[config.mk]
export PLATFORM = sky130hd
export DESIGN_NAME = shot_seq_top
export DESIGN_NICKNAME = d
export VERILOG_FILES = /design/src/rtl/shot_seq_pkg.sv /design/src/rtl/seq_decim.sv /design/src/rtl/seq_pack.sv /design/src/rtl/seq_fsm.sv /design/src/rtl/shot_seq_top.sv
export SDC_FILE = /design/constraint.sdc
export NUM_CORES = 1
export LEC_CHECK = 0
export ABC_AREA = 1
export BUFFER_PORTS_ARGS = -buffer_cell sky130_fd_sc_hd__buf_4
export CAP_MARGIN = 20
export CORE_MARGIN = 1
export CORE_UTILIZATION = 50
export CTS_BUF_LIST = sky130_fd_sc_hd__clkbuf_8 sky130_fd_sc_hd__clkbuf_16
export DETAILED_ROUTE_END_ITERATION = 12
export PLACE_DENSITY_LB_ADDON = 0.15
export SLEW_MARGIN = 20
export SYNTH_ARGS = -nofsm -noshare
export SYNTH_HDL_FRONTEND = slang
export SYNTH_SLANG_ARGS = --single-unit
[constraint.sdc]
create_clock -name clk -period 9.5 [get_ports clk]
set_input_delay 1.9 -clock clk [delete_from_list [all_inputs] [get_ports clk]]
set_output_delay 1.9 -clock clk [all_outputs]
set_load 0.03 [all_outputs]
[src/rtl/shot_seq_pkg.sv]
package shot_seq_pkg;

  localparam int DEC_W  = 16;
  localparam int SHOT_W = 16;

  typedef enum logic [2:0] {
    ST_IDLE = 3'd0,
    ST_PRE  = 3'd1,
    ST_WAIT = 3'd2,
    ST_POST = 3'd3,
    ST_DEC  = 3'd4
  } seq_state_t;

  localparam logic [7:0] CMD_START  = 8'd1;
  localparam logic [7:0] CMD_STOP   = 8'd2;
  localparam logic [7:0] CMD_SWTRIG = 8'd3;

  localparam logic [2:0] SEL_CTRL  = 3'd0;
  localparam logic [2:0] SEL_PRE   = 3'd1;
  localparam logic [2:0] SEL_POST  = 3'd2;
  localparam logic [2:0] SEL_DECIM = 3'd3;
  localparam logic [2:0] SEL_SHOTS = 3'd4;
  localparam logic [2:0] SEL_SCNT  = 3'd5;
  localparam logic [2:0] SEL_LAST  = 3'd6;

  // A zero factor behaves like no decimation.
  function automatic logic [DEC_W-1:0] eff_factor(input logic [DEC_W-1:0] f);
    return (f == '0) ? DEC_W'(1) : f;
  endfunction

  // A zero shot count still runs one shot.
  function automatic logic [SHOT_W-1:0] eff_shots(input logic [SHOT_W-1:0] n);
    return (n == '0) ? SHOT_W'(1) : n;
  endfunction

  // Next decimation phase, wrapping at the effective factor.
  function automatic logic [DEC_W-1:0] next_phase(input logic [DEC_W-1:0] ph,
                                                  input logic [DEC_W-1:0] f);
    return (ph >= eff_factor(f) - DEC_W'(1)) ? '0 : ph + DEC_W'(1);
  endfunction

endpackage

[src/rtl/seq_decim.sv]
module seq_decim
  import shot_seq_pkg::*;
(
  input  logic             clk,
  input  logic             rst_n,
  input  logic             restart_i,
  input  logic             valid_i,
  input  logic [DEC_W-1:0] factor_i,
  output logic             keep_o
);

  logic [DEC_W-1:0] phase_q;

  assign keep_o = valid_i && (phase_q == '0);

  always_ff @(posedge clk) begin
    if (!rst_n) begin
      phase_q <= '0;
    end else if (restart_i) begin
      phase_q <= '0;
    end else if (valid_i) begin
      phase_q <= next_phase(phase_q, factor_i);
    end
  end

  AST_FIRST_KEPT: assert property (@(posedge clk) disable iff (!rst_n)
    ($past(restart_i) && valid_i) |-> keep_o);

endmodule

[src/rtl/seq_pack.sv]
module seq_pack #(
  parameter int NCH    = 4,
  parameter int ADDR_W = 24
) (
  input  logic                clk,
  input  logic                rst_n,
  input  logic                restart_i,
  input  logic                rec_i,
  input  logic [NCH*16-1:0]   data_i,
  output logic                mem_we_o,
  output logic [ADDR_W-1:0]   mem_addr_o,
  output logic [NCH*32-1:0]   mem_data_o,
  output logic [ADDR_W-1:0]   last_pos_o
);

  localparam int WIX_W = ADDR_W - 2;

  logic             half_q;
  logic [WIX_W-1:0] wix_q;
  wire  [NCH*32-1:0] word_bus;
  logic             word_done;

  assign word_done = rec_i && half_q;

  for (genvar ch = 0; ch < NCH; ch++) begin : g_lane
    logic [15:0] lo_q;
    logic [31:0] word_q;
    always_ff @(posedge clk) begin
      if (!rst_n) begin
        lo_q   <= '0;
        word_q <= '0;
      end else if (rec_i && !half_q) begin
        lo_q <= data_i[ch*16 +: 16];
      end else if (word_done) begin
        word_q <= {data_i[ch*16 +: 16], lo_q};
      end
    end
    assign word_bus[ch*32 +: 32] = word_q;
  end

  assign mem_data_o = word_bus;

  always_ff @(posedge clk) begin
    if (!rst_n) begin
      half_q     <= 1'b0;
      wix_q      <= '0;
      mem_we_o   <= 1'b0;
      mem_addr_o <= '0;
      last_pos_o <= '0;
    end else if (restart_i) begin
      half_q     <= 1'b0;
      wix_q      <= '0;
      mem_we_o   <= 1'b0;
      last_pos_o <= '0;
    end else begin
      mem_we_o <= word_done;
      if (rec_i) half_q <= !half_q;
      if (word_done) begin
        mem_addr_o <= {wix_q, 2'b00};
        last_pos_o <= {wix_q, 2'b11};
        wix_q      <= wix_q + WIX_W'(1);
      end
    end
  end

  AST_WE_SPACED: assert property (@(posedge clk) disable iff (!rst_n)
    mem_we_o |=> !mem_we_o);

endmodule

[src/rtl/seq_fsm.sv]
module seq_fsm
  import shot_seq_pkg::*;
#(
  parameter int CNT_W = 16
) (
  input  logic              clk,
  input  logic              rst_n,
  input  logic              start_evt_i,
  input  logic              stop_evt_i,
  input  logic              trig_evt_i,
  input  logic              keep_i,
  input  logic [CNT_W-1:0]  pre_i,
  input  logic [CNT_W-1:0]  post_i,
  input  logic [SHOT_W-1:0] shots_i,
  output seq_state_t        state_o,
  output logic [CNT_W:0]    smp_cnt_o,
  output logic [SHOT_W-1:0] shot_left_o,
  output logic              launch_o,
  output logic              rec_o,
  output logic              irq_trig_o,
  output logic              irq_end_o
);

  localparam int SC_W = CNT_W + 1;

  seq_state_t      st;
  logic [SC_W-1:0] pre_x;
  logic [SC_W-1:0] total_x;
  logic            pre_done;
  logic            post_done;
  logic            last_shot;

  assign pre_x     = {1'b0, pre_i};
  assign total_x   = pre_x + {1'b0, post_i};
  assign pre_done  = (smp_cnt_o >= pre_x);
  assign post_done = (smp_cnt_o >= total_x);
  assign last_shot = (shot_left_o <= SHOT_W'(1));
  assign state_o   = st;
  assign launch_o  = start_evt_i && (st == ST_IDLE) && !stop_evt_i;

  assign rec_o = keep_i && !stop_evt_i &&
                 (((st == ST_PRE) && !pre_done) ||
                  (st == ST_WAIT) ||
                  ((st == ST_POST) && !post_done));

  always_ff @(posedge clk) begin
    if (!rst_n) begin
      st          <= ST_IDLE;
      smp_cnt_o   <= '0;
      shot_left_o <= '0;
      irq_trig_o  <= 1'b0;
      irq_end_o   <= 1'b0;
    end else begin
      irq_trig_o <= 1'b0;
      irq_end_o  <= 1'b0;
      if (stop_evt_i) begin
        st <= ST_IDLE;
      end else begin
        unique case (st)
          ST_IDLE: begin
            if (start_evt_i) begin
              st          <= ST_PRE;
              smp_cnt_o   <= '0;
              shot_left_o <= eff_shots(shots_i);
            end
          end
          ST_PRE: begin
            if (pre_done)    st <= ST_WAIT;
            else if (keep_i) smp_cnt_o <= smp_cnt_o + SC_W'(1);
          end
          ST_WAIT: begin
            if (trig_evt_i) begin
              st         <= ST_POST;
              irq_trig_o <= 1'b1;
            end
          end
          ST_POST: begin
            if (post_done)   st <= ST_DEC;
            else if (keep_i) smp_cnt_o <= smp_cnt_o + SC_W'(1);
          end
          ST_DEC: begin
            shot_left_o <= shot_left_o - SHOT_W'(1);
            if (last_shot) begin
              st        <= ST_IDLE;
              irq_end_o <= 1'b1;
            end else begin
              st        <= ST_PRE;
              smp_cnt_o <= '0;
            end
          end
          default: st <= ST_IDLE;
        endcase
      end
    end
  end

  AST_STOP_IDLE: assert property (@(posedge clk) disable iff (!rst_n)
    stop_evt_i |=> (st == ST_IDLE));

  AST_DEC_ONE_CYCLE: assert property (@(posedge clk) disable iff (!rst_n)
    (st == ST_DEC) |=> (st == ST_PRE || st == ST_IDLE));

  AST_PRE_NO_TRIG: assert property (@(posedge clk) disable iff (!rst_n)
    (st == ST_PRE) |=> (st != ST_POST));

  AST_TRIG_PULSE: assert property (@(posedge clk) disable iff (!rst_n)
    irq_trig_o |-> (st == ST_POST && $past(st) == ST_WAIT));

  AST_END_PULSE: assert property (@(posedge clk) disable iff (!rst_n)
    irq_end_o |-> (st == ST_IDLE && $past(st) == ST_DEC));

  AST_WAIT_HOLD: assert property (@(posedge clk) disable iff (!rst_n)
    (st == ST_WAIT && !stop_evt_i && !trig_evt_i) |=> $stable(smp_cnt_o));

  AST_SHOT_NO_RISE: assert property (@(posedge clk) disable iff (!rst_n)
    (st != ST_IDLE) |=> (shot_left_o <= $past(shot_left_o)));

endmodule

[src/rtl/shot_seq_top.sv]
module shot_seq_top
  import shot_seq_pkg::*;
#(
  parameter int NCH    = 4,
  parameter int CNT_W  = 16,
  parameter int ADDR_W = 24
) (
  input  logic                clk,
  input  logic                rst_n,
  input  logic                wr_en_i,
  input  logic [2:0]          wr_sel_i,
  input  logic [31:0]         wr_data_i,
  input  logic [2:0]          rd_sel_i,
  output logic [31:0]         rd_data_o,
  input  logic                trig_i,
  input  logic                smp_valid_i,
  input  logic [NCH*16-1:0]   smp_data_i,
  output logic                mem_we_o,
  output logic [ADDR_W-1:0]   mem_addr_o,
  output logic [NCH*32-1:0]   mem_data_o,
  output logic [2:0]          state_o,
  output logic                irq_trig_o,
  output logic                irq_end_o
);

  logic [CNT_W-1:0]  pre_q;
  logic [CNT_W-1:0]  post_q;
  logic [DEC_W-1:0]  decim_q;
  logic [SHOT_W-1:0] shots_q;

  logic              ctrl_wr;
  logic              start_evt;
  logic              stop_evt;
  logic              swtrig_evt;
  logic              trig_evt;
  logic              keep;
  logic              launch;
  logic              rec;
  seq_state_t        st;
  logic [CNT_W:0]    smp_cnt;
  logic [SHOT_W-1:0] shot_left;
  logic [ADDR_W-1:0] last_pos;

  assign ctrl_wr    = wr_en_i && (wr_sel_i == SEL_CTRL);
  assign start_evt  = ctrl_wr && (wr_data_i[7:0] == CMD_START);
  assign stop_evt   = ctrl_wr && (wr_data_i[7:0] == CMD_STOP);
  assign swtrig_evt = ctrl_wr && (wr_data_i[7:0] == CMD_SWTRIG);
  assign trig_evt   = trig_i || swtrig_evt;

  always_ff @(posedge clk) begin
    if (!rst_n) begin
      pre_q   <= '0;
      post_q  <= '0;
      decim_q <= DEC_W'(1);
      shots_q <= '0;
    end else if (wr_en_i) begin
      unique case (wr_sel_i)
        SEL_PRE:   pre_q   <= wr_data_i[CNT_W-1:0];
        SEL_POST:  post_q  <= wr_data_i[CNT_W-1:0];
        SEL_DECIM: decim_q <= wr_data_i[DEC_W-1:0];
        SEL_SHOTS: shots_q <= wr_data_i[SHOT_W-1:0];
        default: ;
      endcase
    end
  end

  seq_decim u_decim (
    .clk       (clk),
    .rst_n     (rst_n),
    .restart_i (launch),
    .valid_i   (smp_valid_i),
    .factor_i  (decim_q),
    .keep_o    (keep)
  );

  seq_fsm #(.CNT_W(CNT_W)) u_fsm (
    .clk         (clk),
    .rst_n       (rst_n),
    .start_evt_i (start_evt),
    .stop_evt_i  (stop_evt),
    .trig_evt_i  (trig_evt),
    .keep_i      (keep),
    .pre_i       (pre_q),
    .post_i      (post_q),
    .shots_i     (shots_q),
    .state_o     (st),
    .smp_cnt_o   (smp_cnt),
    .shot_left_o (shot_left),
    .launch_o    (launch),
    .rec_o       (rec),
    .irq_trig_o  (irq_trig_o),
    .irq_end_o   (irq_end_o)
  );

  seq_pack #(.NCH(NCH), .ADDR_W(ADDR_W)) u_pack (
    .clk        (clk),
    .rst_n      (rst_n),
    .restart_i  (launch),
    .rec_i      (rec),
    .data_i     (smp_data_i),
    .mem_we_o   (mem_we_o),
    .mem_addr_o (mem_addr_o),
    .mem_data_o (mem_data_o),
    .last_pos_o (last_pos)
  );

  assign state_o = st;

  always_comb begin
    unique case (rd_sel_i)
      SEL_CTRL:  rd_data_o = {29'd0, st};
      SEL_PRE:   rd_data_o = 32'(pre_q);
      SEL_POST:  rd_data_o = 32'(post_q);
      SEL_DECIM: rd_data_o = 32'(decim_q);
      SEL_SHOTS: rd_data_o = {shot_left, shots_q};
      SEL_SCNT:  rd_data_o = 32'(smp_cnt);
      SEL_LAST:  rd_data_o = 32'(last_pos);
      default:   rd_data_o = '0;
    endcase
  end

  AST_LAST_FORM: assert property (@(posedge clk) disable iff (!rst_n)
    (last_pos != '0) |-> (last_pos[1:0] == 2'b11));

  AST_WRITE_NOT_IDLE: assert property (@(posedge clk) disable iff (!rst_n)
    mem_we_o |-> ($past(st) != ST_IDLE && $past(st) != ST_DEC));

endmodule

==> results of run 1 <==
==> critical path, cell delays in order <==
cell	delay (ps)
buf_4	140
inv_1	90
nor3_2	640
clkinv_1	560
o2111ai_1	580
buf_4	250
==> stage by stage <==
stage	cell area, sq um	hold WS (ps)
6_report	22300	460
5_1_grt	22300	475
4_1_cts	22300	463
3_5_place_dp	21000	454
3_3_place_gp	21000	447
2_1_floorplan	18900	427
==> worst paths after layout <==
path                            slack (ps)                   startpoint                     endpoint  cells after the start
worst max-delay path                  3420                  rd_sel_i[2]                rd_data_o[14]                      6
worst min-delay path                   460  u_pack.g_lane[0].word_q[21]  u_pack.g_lane[0].word_q[21]                      2
worst max register to register        3860                     pre_q[0]        u_pack.mem_addr_o[15]                     21
worst min register to register         460  u_pack.g_lane[0].word_q[21]  u_pack.g_lane[0].word_q[21]                      2
==> cell type report <==
type | count | area share, %
Sequential cell | 379 | 34.0
Clock buffer | 48 | 5.08
Tap cell | 504 | 2.83
Inverter | 244 | 4.13
Clock inverter | 25 | 0.892
Timing Repair Buffer | 297 | 10.0
Multi-Input combinational cell | 1845 | 43.0
==> registers in the layout, indices dropped and copies added (netlist names) <==
register              cells
u_pack.last_pos_o        23
u_pack.mem_we_o           1
u_pack.wix_q             22
u_fsm.irq_end_o           1
u_pack.mem_addr_o        22
post_q                   16
u_fsm.smp_cnt_o          17
decim_q                  16
u_pack.half_q             1
u_fsm.irq_trig_o          1
u_pack.g_lane.lo_q       64
u_pack.g_lane.word_q    128
u_fsm.shot_left_o        16
shots_q                  16
u_decim.phase_q          16
u_fsm.state_o             3
pre_q                    16
==> kinds of logic (layout without fill, tap and decap cells) <==
kind of cell / after synthesis / after routing / synth area share (%)
xor gates and xnor gates: 66 / 66 / 3.06
AOI/OAI and AO/OA: 495 / 495 / 14.0
and+or+nand+nor: 1209 / 1209 / 28.7
other: 1 / 2 / 0.0198
adders and majority gates: 73 / 73 / 4.87
buffers and inverters: 411 / 614 / 9.23
DFF: 379 / 379 / 40.2
==> cells in the mapped netlist, types with 7 or more instances <==
master     number  area, sq um
nand2_1       575         2160
dfxtp_1       379         7590
a21oi_1       318         1590
nor2_1        236          886
inv_1         231          867
nand4_1       209         1310
o21ai_0       115          576
nor3_1         94          470
clkbuf_1       85          319
ha_1           72          901
nand3_1        56          280
buf_2          46          230
xor2_1         46          403
xnor2_1        20          175
buf_4          18          135
nor4_1         15         93.8
a221oi_1       11         96.3
buf_6          10          113
inv_2          10         37.5
o22ai_1        10         62.6
o2111ai_1       8         70.1
a31oi_1         7         43.8
buf_1           7         26.3
o221ai_1        7         61.3
==> per-layer routing <==
| metal | global-route usage [%] | part of all wire, % | vias to the layer above | wire length [microns] |
|---|---|---|---|---|
| met5 | 0 | 0 | - | 0 |
| met4 | 11.8 | 3.6 | 0 | 2220 |
| met3 | 6.33 | 7.1 | 126 | 4350 |
| met2 | 50.4 | 46 | 633 | 28500 |
| met1 | 40.5 | 43 | 8784 | 26400 |
| li1 | - | - | 9225 | - |
==> power by group <==
part           leakage [nW]  switching, W  internal, W
clock                 0.673      0.000685     0.000910
sequential             3.06     0.0000797      0.00168
combinational          5.53      0.000642     0.000224
total                  9.27       0.00141      0.00281
==> impl_results.md, run 1 <==
* Status: complete, no violations
* Yosys Warn Count at 0
* Tot Pwr at 0.00422 W
* Distinct cells, synth at 49
* TritonCTS buffer count at 42
* RSZ-0062 raised after global routing: no
* Tcrit/Tclk final at 64.0%
* # H-tree levels at 2
* Rows at 70
* PwrDens at 189 nW/um^2
* Final net count at 2,989
* Finished Core Util at 60.5%
* Sequential area share after synthesis at 40.2%
* Inst Count DP at 3,269
* Largest net degree at the start of global routing at 173
* Final Hold Fails at 0
* PnR worst setup slack at 3420 ps
* FMAX at 165 MHz
* Hold WC Path Type: reg2reg
* PortBufs at 278
* Clock slew at reported path FFs at 60 ps
* CTS Sinks at 379
* Antenna violations before repair at 0
* Clock Path Buffers at 3
* Number of remaining DRC errors at 0
* Placer congestion estimate at 0.984
* Core Region at 36,900 sq um
* Fillcell total at 3,425
* # setup viols final at 0
* CP Max Fanout at 10
* Netlist Area Pre-Place at 18,900 sq um
* Vias at 18,800
* Minimum clock period at 6080 ps
* Multi-input gate area at 9600 sq um
* Cts repair resizes at 0
* Finished Layout Cells at 3,342
* Synth Instances at 2,634
* Setup TNS at 0 ps
* Slew @ Worst Pin at 1170 ps
* Global-route wire length before repair at 95,400 microns
* Share of post-route cells with drive strength above 1 at 13.9%
* Async set or reset register ratio after synthesis at 0%
* Skew-Pair Late Insertion Delay at 570 ps
* Setup WS pre-CTS at 3470 ps
* Rel. slew slack at 22.2%
* Peak supply drop at 153 uV
* CTS tree: built
* CP required at 7600 ps
* Most common cell after layout, fill and taps aside: nand2_1
* Crit path DAT at 4180 ps
* Max Clock Skew at 16.3 ps
* Post-CTS setup buffer count at 0
* Die Y at 196 microns
* # diodes at 0
* Total leakage power at 9.27 nW
* DRT iter0 DRCs at 1,437
* Post-CTS Hold Buffers at 0
* Die Width at 196 microns
* Final WL at 61,500 microns
* GRT overflow at 0
* Vias in the first global route at 17,500
* Layout area overhead at 18.1%
* Avg Cell Area, Syn at 7.17 sq um
* Most frequent cells in the layout: nand2_1 (574), dfxtp_1 (378), a21oi_1 (318)
* Main synth FF type: dfxtp_1
* Starting Density at 51.2%
* Post-route ant nets at 0
* Post-synth EDFFs at 0
* Die Area at 38,600 sq um
* Wirelength per Cell at 18.4 microns
* Slew Viols, Final at 0
* Max cap viols at 0
* Pre-antenna DRT Iters at 5
* Hpwl dp at 42,600 microns
* All-Layer GR Usage at 31.0%
* I/O Pins at 297
* Crit Path Class: in2out
* Critical Path Source Type: input pin
* Clock root buffer: clkbuf_16
* Register area at 7590 sq um
* Drt via density at 5.62
* Post-synthesis register bit count at 379
* Crit path capture type: primary output
Note: power is estimated with default switching activity, not from simulation.
==> run 2, diff against run 1 <==
Clock period 9.5 ns to 5.75 ns, I/O delays scaled along.
==> run 2 against run 1 <==
  * Combinational power up 70%
  * Critical endpoint is now u_pack.g_lane[0].lo_q[10]
  * Wire length is 0.89% lower
  * Worst hold slack about the same
  * Highest routed layer unchanged
  * Final cell count about the same
  * Flip-flop and latch count stayed put
  * Global-route usage shrank 0.22 points
==> impl_results.md, run 2 (synthesis results as in run 1) <==
* Drt via density at 5.65
* # H-tree levels at 2
* CP Max Fanout at 64
* Largest net degree at the start of global routing at 233
* DRT iter0 DRCs at 1,583
* Post-route ant nets at 0
* Global-route wire length before repair at 95,200 microns
* Setup TNS at 0 ps
* Biggest regs: u_pack.g_lane.word_q: 128 flops, u_pack.g_lane.lo_q: 64 flops, u_pack.last_pos_o: 23 flops
* Rows at 70
* Status: complete, no violations
* Largest register FFs at 128
* RSZ-0062 raised after global routing: no
* Max cap viols at 0
* FMAX at 208 MHz
* Pre-antenna DRT Iters at 6
* Critical Path Source Type: flop
* Clock Path Buffers at 3
* Crit Path Class: reg2reg
* Number of remaining DRC errors at 0
* Worst r2r src: pre_q[0]
* Skew-Pair Late Insertion Delay at 570 ps
* Die Y at 196 microns
* PortBufs at 278
* Crit path DAT at 5300 ps
* GRT overflow at 0
* Antenna violations before repair at 0
* Vias at 18,900
* CTS Sinks at 379
* CP required at 6240 ps
* Rel. slew slack at 30.0%
* CP peak stage delay at 500 ps
* Post-CTS setup buffer count at 0
* Post-route cell area at 22,400 sq um
* Starting Density at 51.2%
* Final WL at 60,900 microns
* Slew Viols, Final at 0
* PwrDens at 312 nW/um^2
* Fillcell total at 3,411
* Clock slew at reported path FFs at 60 ps
* Wirelength per Cell at 18.2 microns
* Final net count at 2,991
* Placer congestion estimate at 0.996
* Most frequent cells in the layout: nand2_1 (574), dfxtp_1 (378), a21oi_1 (318)
* All-Layer GR Usage at 30.8%
* Hold WC Path Type: reg2reg
* Finished Core Util at 60.6%
* # setup viols final at 0
* CTS tree: built
* Hold_sp: u_pack.g_lane[1].word_q[5]
* Max Clock Skew at 18.5 ps
* Clock root buffer: clkbuf_16
* Cts repair resizes at 0
* TritonCTS buffer count at 42
* Crit path capture type: flop
* Peak supply drop at 275 uV
* Most common cell after layout, fill and taps aside: nand2_1
* Final Hold Fails at 0
* Core Region at 36,900 sq um
* Slew @ Worst Pin at 1050 ps
* Biggest register: u_pack.g_lane.word_q
* Share of post-route cells with drive strength above 1 at 13.8%
* Vias in the first global route at 17,600
* Tcrit/Tclk final at 83.6%
* Launch point of the worst path: pre_q[0]
* Hpwl dp at 41,500 microns
* I/O Pins at 297
* Total leakage power at 9.32 nW
* Dpl cell area at 21,000 sq um
* Die Area at 38,600 sq um
* Minimum clock period at 4800 ps
* Post-CTS Hold Buffers at 0
* Die Width at 196 microns
* Crit-path slowest cell: buf_4
* Layout area overhead at 18.4%
* Most frequent CP cell: nand2_1
## run 2: cell count changes in the layout (fill, tap and decap cells not counted), sizes merged
cell / previous run / this run
buf: 297 / 299
bufinv: 2 / 0
clkbuf: 48 / 54
clkinv: 13 / 11
clkinvlp: 5 / 0
diode: 0 / 1
inv: 249 / 252
## run 2: stage by stage
stage / setup slack (ps) / total power (W) / hold slack, ps / instances
final: 946 / 0.00697 / 459 / 3345
after global routing: 599 / 0.00729 / 479 / 3344
after CTS: 976 / 0.00699 / 461 / 3343
after detailed placement: 1010 / 0.00438 / 452 / 3270
after global placement: 1070 / 0.00435 / 447 / 3270
after floorplan: 1970 / 0.00403 / 427 / 2635
## run 2: worst paths after layout
path                                     end  depth (start not counted)  slack (ps)
setup / recovery   u_pack.g_lane[0].lo_q[10]                         28         950
hold / removal    u_pack.g_lane[1].word_q[5]                          2         460
setup reg to reg   u_pack.g_lane[0].lo_q[10]                         28         950
hold reg to reg   u_pack.g_lane[1].word_q[5]                          2         460
## run 2: per-layer routing
metal	vias to the layer above	global-route usage, %	share of wire, %
met1	8777	40.6	42
li1	9229	-	-
met4	0	11.1	3.3
met3	125	7.20	8.8
met5	-	0	0
met2	781	49.1	46
## run 2: layout make-up
| cell class | count | area, sq um | share of cell area (%) |
|---|---|---|---|
| Multi-Input combinational cell | 1845 | 9590 | 42.9 |
| Sequential cell | 379 | 7590 | 33.9 |
| Timing Repair Buffer | 299 | 2290 | 10.2 |
| Clock buffer | 54 | 1230 | 5.49 |
| Inverter | 244 | 921 | 4.12 |
| Tap cell | 504 | 631 | 2.82 |
| Clock inverter | 19 | 106 | 0.476 |
| Antenna cell | 1 | 2.50 | 0.0112 |
## run 2: worst max-delay path: cells and delay by family, from the launching register on
kind | cells | cell delay, ps
compound gates | 3 | 450
simple gates | 18 | 1920
buf+inv | 4 | 1010
flops | 1 | 350
fa+ha+maj | 3 | 890
## run 2: report_power, final
group	internal, W	total [W]	switching [W]
Sequential	0.00278	0.00288	0.000105
Combinational	0.000382	0.00147	0.00109
Clock	0.00150	0.00262	0.00112
